**config.mk**
```make
export PLATFORM = sky130hd
export DESIGN_NAME = hs_rx_fifo
export DESIGN_NICKNAME = d
export VERILOG_FILES = /design/src/rtl/hsrx_pkg.sv /design/src/rtl/hsrx_sync.sv /design/src/rtl/hsrx_capture.sv /design/src/rtl/hsrx_fifo.sv /design/src/rtl/hsrx_pacer.sv /design/src/rtl/hs_rx_fifo.sv
export SDC_FILE = /design/constraint.sdc
export NUM_CORES = 1
export LEC_CHECK = 0
export ABC_AREA = 1
export BUFFER_PORTS_ARGS = -buffer_cell sky130_fd_sc_hd__buf_2
export CAP_MARGIN = 20
export CORE_MARGIN = 2
export CORE_UTILIZATION = 35
export CTS_CLUSTER_DIAMETER = 120
export DETAILED_ROUTE_END_ITERATION = 7
export GPL_TIMING_DRIVEN = 0
export PLACE_DENSITY = 0.57
export REMOVE_ABC_BUFFERS = 1
export SETUP_SLACK_MARGIN = 0.2
export SLEW_MARGIN = 15
export SYNTH_ARGS = -nofsm -noshare
export SYNTH_HDL_FRONTEND = slang
export SYNTH_HIERARCHICAL = 1
export SYNTH_SLANG_ARGS = --single-unit
```
**constraint.sdc**
```tcl
create_clock -name clk -period 10.7 [get_ports clk]
set_input_delay 2.14 -clock clk [delete_from_list [all_inputs] [get_ports clk]]
set_output_delay 2.14 -clock clk [all_outputs]
set_load 0.005 [all_outputs]
```
**src/rtl/hsrx_pkg.sv**
```systemverilog
// Shared types for the strobed parallel receiver.
package hsrx_pkg;
    // Capture handshake states: wait for strobe, let bus settle/store, hold ack.
    typedef enum logic [1:0] {
        CAP_IDLE   = 2'd0,
        CAP_SETTLE = 2'd1,
        CAP_ACK    = 2'd2
    } cap_state_t;
endpackage

```
**src/rtl/hsrx_sync.sv**
```systemverilog
// Multi-stage synchronizer for a bundle of asynchronous inputs.
// Assumes the data bits are held stable by the sender around the strobe,
// so skew between bits resolves before they are used.
module hsrx_sync #(
    parameter int W      = 9,
    parameter int STAGES = 2
) (
    input  logic         clk,
    input  logic         rst_n,
    input  logic [W-1:0] d,
    output logic [W-1:0] q
);
    logic [W-1:0] stg [STAGES];

    // Shift the inputs through the synchronizer chain.
    always_ff @(posedge clk) begin
        if (!rst_n) begin
            for (int i = 0; i < STAGES; i++) stg[i] <= '0;
        end else begin
            stg[0] <= d;
            for (int i = 1; i < STAGES; i++) stg[i] <= stg[i-1];
        end
    end

    assign q = stg[STAGES-1];
endmodule

```
**src/rtl/hsrx_capture.sv**
```systemverilog
// Four-phase capture control: detects a rising synchronized strobe, waits
// one cycle so the data has settled, stores the word when the FIFO has room
// and raises ready until the strobe falls.
// Assumes the host keeps data and strobe steady until it sees ready.
module hsrx_capture
    import hsrx_pkg::*;
#(
    parameter int DATA_W = 8
) (
    input  logic              clk,
    input  logic              rst_n,
    input  logic              stb_s,
    input  logic [DATA_W-1:0] data_s,
    input  logic              fifo_full,
    output logic              push,
    output logic [DATA_W-1:0] push_data,
    output logic              ready
);
    cap_state_t state, state_nx;
    logic       stb_d;

    // State and strobe-history registers.
    always_ff @(posedge clk) begin
        if (!rst_n) begin
            state <= CAP_IDLE;
            stb_d <= 1'b0;
        end else begin
            state <= state_nx;
            stb_d <= stb_s;
        end
    end

    // Next-state and store decision.
    always_comb begin
        state_nx = state;
        push     = 1'b0;
        case (state)
            CAP_IDLE:   if (stb_s && !stb_d) state_nx = CAP_SETTLE;
            CAP_SETTLE: if (!fifo_full) begin
                            push     = 1'b1;
                            state_nx = CAP_ACK;
                        end
            CAP_ACK:    if (!stb_s) state_nx = CAP_IDLE;
            default:    state_nx = CAP_IDLE;
        endcase
    end

    assign push_data = data_s;
    assign ready     = (state == CAP_ACK);

    // Never store into a full FIFO.
    assert_no_push_full_R4: assert property (@(posedge clk) disable iff (!rst_n)
        push |-> !fifo_full);
    // Ready persists while the strobe is held.
    assert_ready_holds_R3: assert property (@(posedge clk) disable iff (!rst_n)
        (ready && stb_s) |=> ready);
    // A stored word is followed by the acknowledge.
    assert_push_then_ready_R2: assert property (@(posedge clk) disable iff (!rst_n)
        push |=> ready);
endmodule

```
**src/rtl/hsrx_fifo.sv**
```systemverilog
// Word FIFO with registered read output and an occupancy counter.
// Assumes the writer never pushes while full; reads on empty are ignored.
module hsrx_fifo #(
    parameter int DATA_W = 8,
    parameter int DEPTH  = 16,
    localparam int AW    = (DEPTH > 1) ? $clog2(DEPTH) : 1,
    localparam int CW    = $clog2(DEPTH + 1)
) (
    input  logic              clk,
    input  logic              rst_n,
    input  logic              wr_en,
    input  logic [DATA_W-1:0] wr_data,
    input  logic              rd_req,
    output logic [DATA_W-1:0] rd_data,
    output logic              rd_valid,
    output logic [CW-1:0]     count,
    output logic              full,
    output logic              empty
);
    localparam logic [AW-1:0] LAST = AW'(DEPTH - 1);

    logic [DATA_W-1:0] mem [DEPTH];
    logic [AW-1:0]     wptr, rptr;
    logic              do_wr, do_rd;

    assign full  = (count == CW'(DEPTH));
    assign empty = (count == '0);
    assign do_wr = wr_en && !full;
    assign do_rd = rd_req && !empty;

    // Storage array write.
    always_ff @(posedge clk) begin
        if (do_wr) mem[wptr] <= wr_data;
    end

    // Pointers, occupancy and registered read port.
    always_ff @(posedge clk) begin
        if (!rst_n) begin
            wptr     <= '0;
            rptr     <= '0;
            count    <= '0;
            rd_data  <= '0;
            rd_valid <= 1'b0;
        end else begin
            if (do_wr) wptr <= (wptr == LAST) ? '0 : wptr + 1'b1;
            if (do_rd) begin
                rptr    <= (rptr == LAST) ? '0 : rptr + 1'b1;
                rd_data <= mem[rptr];
            end
            rd_valid <= do_rd;
            case ({do_wr, do_rd})
                2'b10:   count <= count + 1'b1;
                2'b01:   count <= count - 1'b1;
                default: count <= count;
            endcase
        end
    end

    // Occupancy never exceeds the depth.
    assert_level_bound_R5: assert property (@(posedge clk) disable iff (!rst_n)
        count <= CW'(DEPTH));
    // Occupancy moves by at most one word per cycle.
    assert_level_step_R5: assert property (@(posedge clk) disable iff (!rst_n)
        (count == $past(count)) || (count == $past(count) + 1'b1)
        || (count == $past(count) - 1'b1));
    // Every output pulse comes from a read slot.
    assert_valid_from_slot_R6: assert property (@(posedge clk) disable iff (!rst_n)
        rd_valid |-> $past(rd_req));
endmodule

```
**src/rtl/hsrx_pacer.sv**
```systemverilog
// Fixed-rate read slot generator and sticky underflow flag.
// A divisor of N gives a slot every N cycles; 0 stops the slots.
module hsrx_pacer #(
    parameter int DIV_W = 8
) (
    input  logic             clk,
    input  logic             rst_n,
    input  logic [DIV_W-1:0] div,
    input  logic             fifo_empty,
    input  logic             clr,
    output logic             rd_req,
    output logic             underflow
);
    logic [DIV_W-1:0] cnt;
    logic             slot;

    // Slot decision from the cycle counter.
    always_comb begin
        slot = 1'b0;
        if (div != '0) slot = (cnt >= div - DIV_W'(1));
    end

    // Cycle counter, restarted at each slot or while stopped.
    always_ff @(posedge clk) begin
        if (!rst_n)                    cnt <= '0;
        else if (div == '0 || slot)    cnt <= '0;
        else                           cnt <= cnt + 1'b1;
    end

    // Sticky underflow: a setting event wins over a clear.
    always_ff @(posedge clk) begin
        if (!rst_n)                   underflow <= 1'b0;
        else if (slot && fifo_empty)  underflow <= 1'b1;
        else if (clr)                 underflow <= 1'b0;
    end

    assign rd_req = slot && !fifo_empty;

    // Flag stays set until cleared.
    assert_underflow_sticky_R7: assert property (@(posedge clk) disable iff (!rst_n)
        (underflow && !clr) |=> underflow);
    // Reads only happen while data is present.
    assert_read_nonempty_R6: assert property (@(posedge clk) disable iff (!rst_n)
        rd_req |-> !fifo_empty);
endmodule

```
**src/rtl/hs_rx_fifo.sv**
```systemverilog
// Top level: synchronizes host pins, runs the four-phase capture, buffers
// words in a FIFO and drains them at a programmed fixed rate.
// Assumes host_data and host_strobe are asynchronous and follow the handshake.
module hs_rx_fifo #(
    parameter int DATA_W      = 8,
    parameter int DEPTH       = 16,
    parameter int DIV_W       = 8,
    parameter int SYNC_STAGES = 2
) (
    input  logic                         clk,
    input  logic                         rst_n,
    input  logic [DATA_W-1:0]            host_data,
    input  logic                         host_strobe,
    output logic                         host_ready,
    input  logic [DIV_W-1:0]             pace_div,
    input  logic                         flag_clr,
    output logic [DATA_W-1:0]            out_data,
    output logic                         out_valid,
    output logic [$clog2(DEPTH+1)-1:0]   fill_level,
    output logic                         fifo_full,
    output logic                         fifo_empty,
    output logic                         underflow
);
    logic [DATA_W:0]   sync_q;
    logic              push, rd_req;
    logic [DATA_W-1:0] push_data;

    hsrx_sync #(.W(DATA_W + 1), .STAGES(SYNC_STAGES)) u_sync (
        .clk   (clk),
        .rst_n (rst_n),
        .d     ({host_strobe, host_data}),
        .q     (sync_q)
    );

    hsrx_capture #(.DATA_W(DATA_W)) u_cap (
        .clk       (clk),
        .rst_n     (rst_n),
        .stb_s     (sync_q[DATA_W]),
        .data_s    (sync_q[DATA_W-1:0]),
        .fifo_full (fifo_full),
        .push      (push),
        .push_data (push_data),
        .ready     (host_ready)
    );

    hsrx_fifo #(.DATA_W(DATA_W), .DEPTH(DEPTH)) u_fifo (
        .clk      (clk),
        .rst_n    (rst_n),
        .wr_en    (push),
        .wr_data  (push_data),
        .rd_req   (rd_req),
        .rd_data  (out_data),
        .rd_valid (out_valid),
        .count    (fill_level),
        .full     (fifo_full),
        .empty    (fifo_empty)
    );

    hsrx_pacer #(.DIV_W(DIV_W)) u_pace (
        .clk        (clk),
        .rst_n      (rst_n),
        .div        (pace_div),
        .fifo_empty (fifo_empty),
        .clr        (flag_clr),
        .rd_req     (rd_req),
        .underflow  (underflow)
    );

    // Ready only falls once the synchronized strobe is low.
    assert_ready_falls_after_strobe_R3: assert property (@(posedge clk) disable iff (!rst_n)
        ($past(host_ready) && !host_ready) |-> !$past(sync_q[DATA_W]));
    // A stopped drain never lowers the fill level.
    assert_halt_keeps_level_R8: assert property (@(posedge clk) disable iff (!rst_n)
        ($past(pace_div) == '0 && !$past(out_valid)) |-> !out_valid);
endmodule

```
==> results.json <==
{
  "status": "finished, final reports clean",
  "place_hpwl_microns": 10150,
  "timing.setup.critical_path_class": "in2reg",
  "r2r-start": "u_pace/cnt[0]$_SDFF_PP0_",
  "maxCapViolations": 0,
  "critical_path_arrival_ns": 5.74,
  "detail_route.drc_violations": 0,
  "clkLatencyLatePin_ns": 0.42,
  "finalClockSkew_ns": 0.01101,
  "first_global_vias": 4965,
  "cts_hold_repair.buffers": 0,
  "p_sw_frac": 0.2036,
  "core.rowCount": 55,
  "cellPowerDensity_nw_per_um2": 164.0,
  "synthesis.area_per_instance_sq_um": 9.513,
  "detail_route.iter0.violations": 378,
  "dpl.cell_count": 1124,
  "worstSetupStartpointType": "input port",
  "setup-violations-final": 0,
  "power_frac_seq": 0.522,
  "timing.critical_path.slowest_cell_delay_ns": 0.58,
  "numCtsBuffers": 17,
  "netlist.area_leader.share": 0.4787,
  "insertedDiodeCount": 0,
  "grt_max_degree": 69,
  "routed_wirelength_microns": 16540,
  "worst-slew-pin-transition_ns": 0.8783,
  "hold_path.startpoint": "u_sync/stg[0][7]$_SDFF_PN0_",
  "series_of_cell_instances_along_the_critical_path": "buf_2 -> inv_1 -> ha_1 -> inv_1 -> nor2_1 -> xor2_1 -> inv_1 -> ha_1 -> nand2_1 -> nor2_1 -> nand2_1 -> nand2_1 -> nand2_1 -> nor2_1 -> nand2_2 -> inv_1 -> ha_1 -> ha_1 -> a21oi_1 -> nand2_1 -> nand2_1 -> nand3_1 -> o211ai_1 -> inv_1",
  "ctsRootBufferMaster": "sky130_fd_sc_hd__clkbuf_16",
  "post_cts.resized_instances": 0,
  "timing.critical_path.from": "pace_div[0]",
  "nNetsFinal": 899,
  "flop_and_latch_count_out_of_synthesis": 180,
  "tritoncts_clock_tree": "yes",
  "timing.max_slew.rel_slack": 0.4123,
  "drt_pre_antenna_iters": 5,
  "syn-instance-count": 844,
  "post_route_clock_period_utilization": 0.5075,
  "peakVddDrop_mv": 0.1096,
  "drive_gt1_frac": 0.09874,
  "grt_antenna_before_repair": 0,
  "synth.top_cells.by_area": "sky130_fd_sc_hd__edfxtp_1 (48%), sky130_fd_sc_hd__dfxtp_1 (13%), sky130_fd_sc_hd__nand2_1 (10%)",
  "p_int_mw": 1.169,
  "worstReg2RegEnd": "u_fifo/count[3]$_SDFFE_PN0P_",
  "final_std_cell_area_no_fill_sq_um": 8955,
  "cts_post_setup_buffers_inserted": 0,
  "critical-path-top-cell-by-count": "sky130_fd_sc_hd__nand2_1",
  "leakage_nw": 3.915,
  "clock_buffer_depth": 2,
  "clk_pin_slew_ns": 0.06,
  "yosys_warnings": 6,
  "post_drt_wl_per_cell_microns": 14.31,
  "core_area_sq_um": 22570,
  "pin_count": 38,
  "stdcell_count": 1156,
  "min_period_ns": 5.430,
  "floorplan.die.height_microns": 155.5,
  "grt-ovfl-total": 0,
  "setup.worst_path.end": "u_fifo/count[3]$_SDFFE_PN0P_",
  "crit_slowest_cell": "sky130_fd_sc_hd__inv_1",
  "grt_usage": 0.1432,
  "buffer_ports.inserted": 37,
  "timing.critical_path.required_ns": 11.01,
  "num-fill-cells": 2225,
  "synthesis.area_sq_um": 8029,
  "cts_max_level": 4,
  "route.vias.total": 5329,
  "avgViaCountPerCell": 4.610,
  "yosysUniqueCellTypes": 29,
  "grt_setup_unrepaired": "no",
  "reg2reg_depth": 20,
  "totalNegativeSetupSlack_ns": 0,
  "detailed_place.area_sq_um": 8330,
  "floorplan.die.width_microns": 155.5,
  "gp_congestion": 0.7531,
  "clockPowerShare": 0.441,
  "power_switching_mw": 0.2989,
  "share_comb_of_total_power": 0.037,
  "clock.fmax_mhz": 184.2,
  "worst_hold_path_type": "reg2reg",
  "worst_setup_path_end_kind": "register",
  "timing.reg2reg.setup_slack_ns": 7.29,
  "grt_first_pass_wirelength_microns": 26370,
  "start_util": 0.3557,
  "maxSlewViolCount": 0,
  "synthToLayoutAreaGrowth_pct": 11.53,
  "clkSinkCount": 180,
  "netlist.top_cell.by_area": "sky130_fd_sc_hd__edfxtp_1",
  "critPathMaxFanout": 21,
  "synth_seq_area_share": 0.6084,
  "drtAntennaViolNets": 0,
  "hold_viol": 0,
  "die_ar_sq_um": 24170
}
## worst max-delay path: cells and delay by family
kind	cells	cell delay (ns)
buffers and inverters	6	0.95
AO/OA/AOI/OAI	2	0.30
AND/OR/NAND/NOR	11	0.94
XOR/XNOR	1	0.15
adder cells (fa/ha/maj)	4	1.27
## through the flow
stage | utilization | power, mW | setup slack (ns) | hold slack, ns
after floorplan | - | 0.8124 | 5.601 | 0.3856
after global placement | 0.3673 | 0.8358 | 4.902 | 0.3903
after detailed placement | 0.3691 | 0.8367 | 4.848 | 0.3947
after CTS | 0.3967 | 1.482 | 5.293 | 0.4095
after global routing | 0.3967 | 1.518 | 4.851 | 0.4267
final | 0.3967 | 1.468 | 5.270 | 0.4080
## cell usage in the layout (no fill, tap or decap), types with 2 or more instances in the layout
| cell | count |
|---|---|
| sky130_fd_sc_hd__nand2_1 | 219 |
| sky130_fd_sc_hd__o21ai_0 | 13 |
| sky130_fd_sc_hd__clkbuf_16 | 17 |
| sky130_fd_sc_hd__buf_2 | 38 |
| sky130_fd_sc_hd__edfxtp_1 | 128 |
| sky130_fd_sc_hd__a21oi_1 | 26 |
| sky130_fd_sc_hd__clkinv_1 | 6 |
| sky130_fd_sc_hd__nand2_2 | 4 |
| sky130_fd_sc_hd__clkinv_4 | 3 |
| sky130_fd_sc_hd__or2_4 | 2 |
| sky130_fd_sc_hd__nand4_4 | 2 |
| sky130_fd_sc_hd__inv_1 | 137 |
| sky130_fd_sc_hd__inv_2 | 3 |
| sky130_fd_sc_hd__bufinv_16 | 4 |
| sky130_fd_sc_hd__nor3_1 | 3 |
| sky130_fd_sc_hd__nor2_1 | 56 |
| sky130_fd_sc_hd__dfxtp_1 | 50 |
| sky130_fd_sc_hd__nor2_2 | 2 |
| sky130_fd_sc_hd__ha_1 | 20 |
| sky130_fd_sc_hd__nand3_1 | 108 |
| sky130_fd_sc_hd__xnor2_1 | 5 |
| sky130_fd_sc_hd__clkinvlp_4 | 3 |
| sky130_fd_sc_hd__xor2_1 | 10 |
## how the worst min path moves through the flow
stage / to / depth (start not counted)
floorplan: u_sync/stg[0][16]$_SDFF_PN0_ / 2
global placement: u_sync/stg[0][16]$_SDFF_PN0_ / 2
detailed placement: u_sync/stg[0][15]$_SDFF_PN0_ / 2
CTS: u_sync/stg[0][15]$_SDFF_PN0_ / 2
global route: u_sync/stg[0][15]$_SDFF_PN0_ / 2
finish: u_sync/stg[0][16]$_SDFF_PN0_ / 2
## cells by family after synthesis
| logic type | count (synthesis) | synth area share |
|---|---|---|
| xor gates and xnor gates | 15 | 0.01636 |
| DFF | 180 | 0.6084 |
| and+or+nand+nor | 398 | 0.2121 |
| buffers and inverters | 188 | 0.1022 |
| AOI/OAI and AO/OA | 42 | 0.02727 |
| adders and majority gates | 21 | 0.03366 |
## cell usage after synthesis (all sizes together)
| cell type | number |
|---|---|
| a21oi | 27 |
| o21a | 1 |
| nor3 | 3 |
| clkbuf | 5 |
| or2 | 2 |
| o21ai | 13 |
| xor2 | 10 |
| nor2 | 59 |
| o211ai | 1 |
| clkinv | 3 |
| fa | 1 |
| ha | 20 |
| nand2 | 223 |
| edfxtp | 128 |
| nand3 | 108 |
| nand4 | 3 |
| inv | 141 |
| dfxtp | 52 |
| xnor2 | 5 |
| buf | 39 |
## per-layer routing
layer,wire (microns),share of wire,global-route usage,vias to the layer above
met5,0,0,0,-
met4,373,0.023,0.05374,0
met3,576,0.035,0.02813,21
met2,7626,0.46,0.2248,100
met1,7966,0.48,0.1970,2501
li1,-,-,-,2707
## layout make-up
cell class              instances  area [sq um]  share of cell area
inverters                     144         543.0             0.06064
multi-input cells             476          2323              0.2595
repair buffers                 39         217.7             0.02431
clock inverters                14         185.2             0.02068
flip-flops and latches        180          4890              0.5460
clock buffers                  18         439.2             0.04904
well taps                     285         356.6             0.03982
## registers in the layout, indices dropped and copies added, names as in the netlist
name	count
u_fifo/rd_valid	1
u_sync/stg	18
u_fifo/rptr	4
u_cap/stb_d	1
u_cap/state	2
u_fifo/count	5
u_pace/underflow	1
u_fifo/rd_data	8
u_fifo/wptr	4
u_pace/cnt	8
u_fifo/mem	128
## power by group through the flow
| stage | sequential, mW | clock [mW] | combinational (mW) |
|---|---|---|---|
| after global routing | 0.768 | 0.687 | 0.0637 |
| after floorplan | 0.776 | 0 | 0.0361 |
| after CTS | 0.766 | 0.660 | 0.0555 |
| after global placement | 0.781 | 0 | 0.0543 |
| final | 0.766 | 0.647 | 0.0546 |
| after detailed placement | 0.781 | 0 | 0.0552 |
No activity file was read; power rests on OpenSTA's default activity.
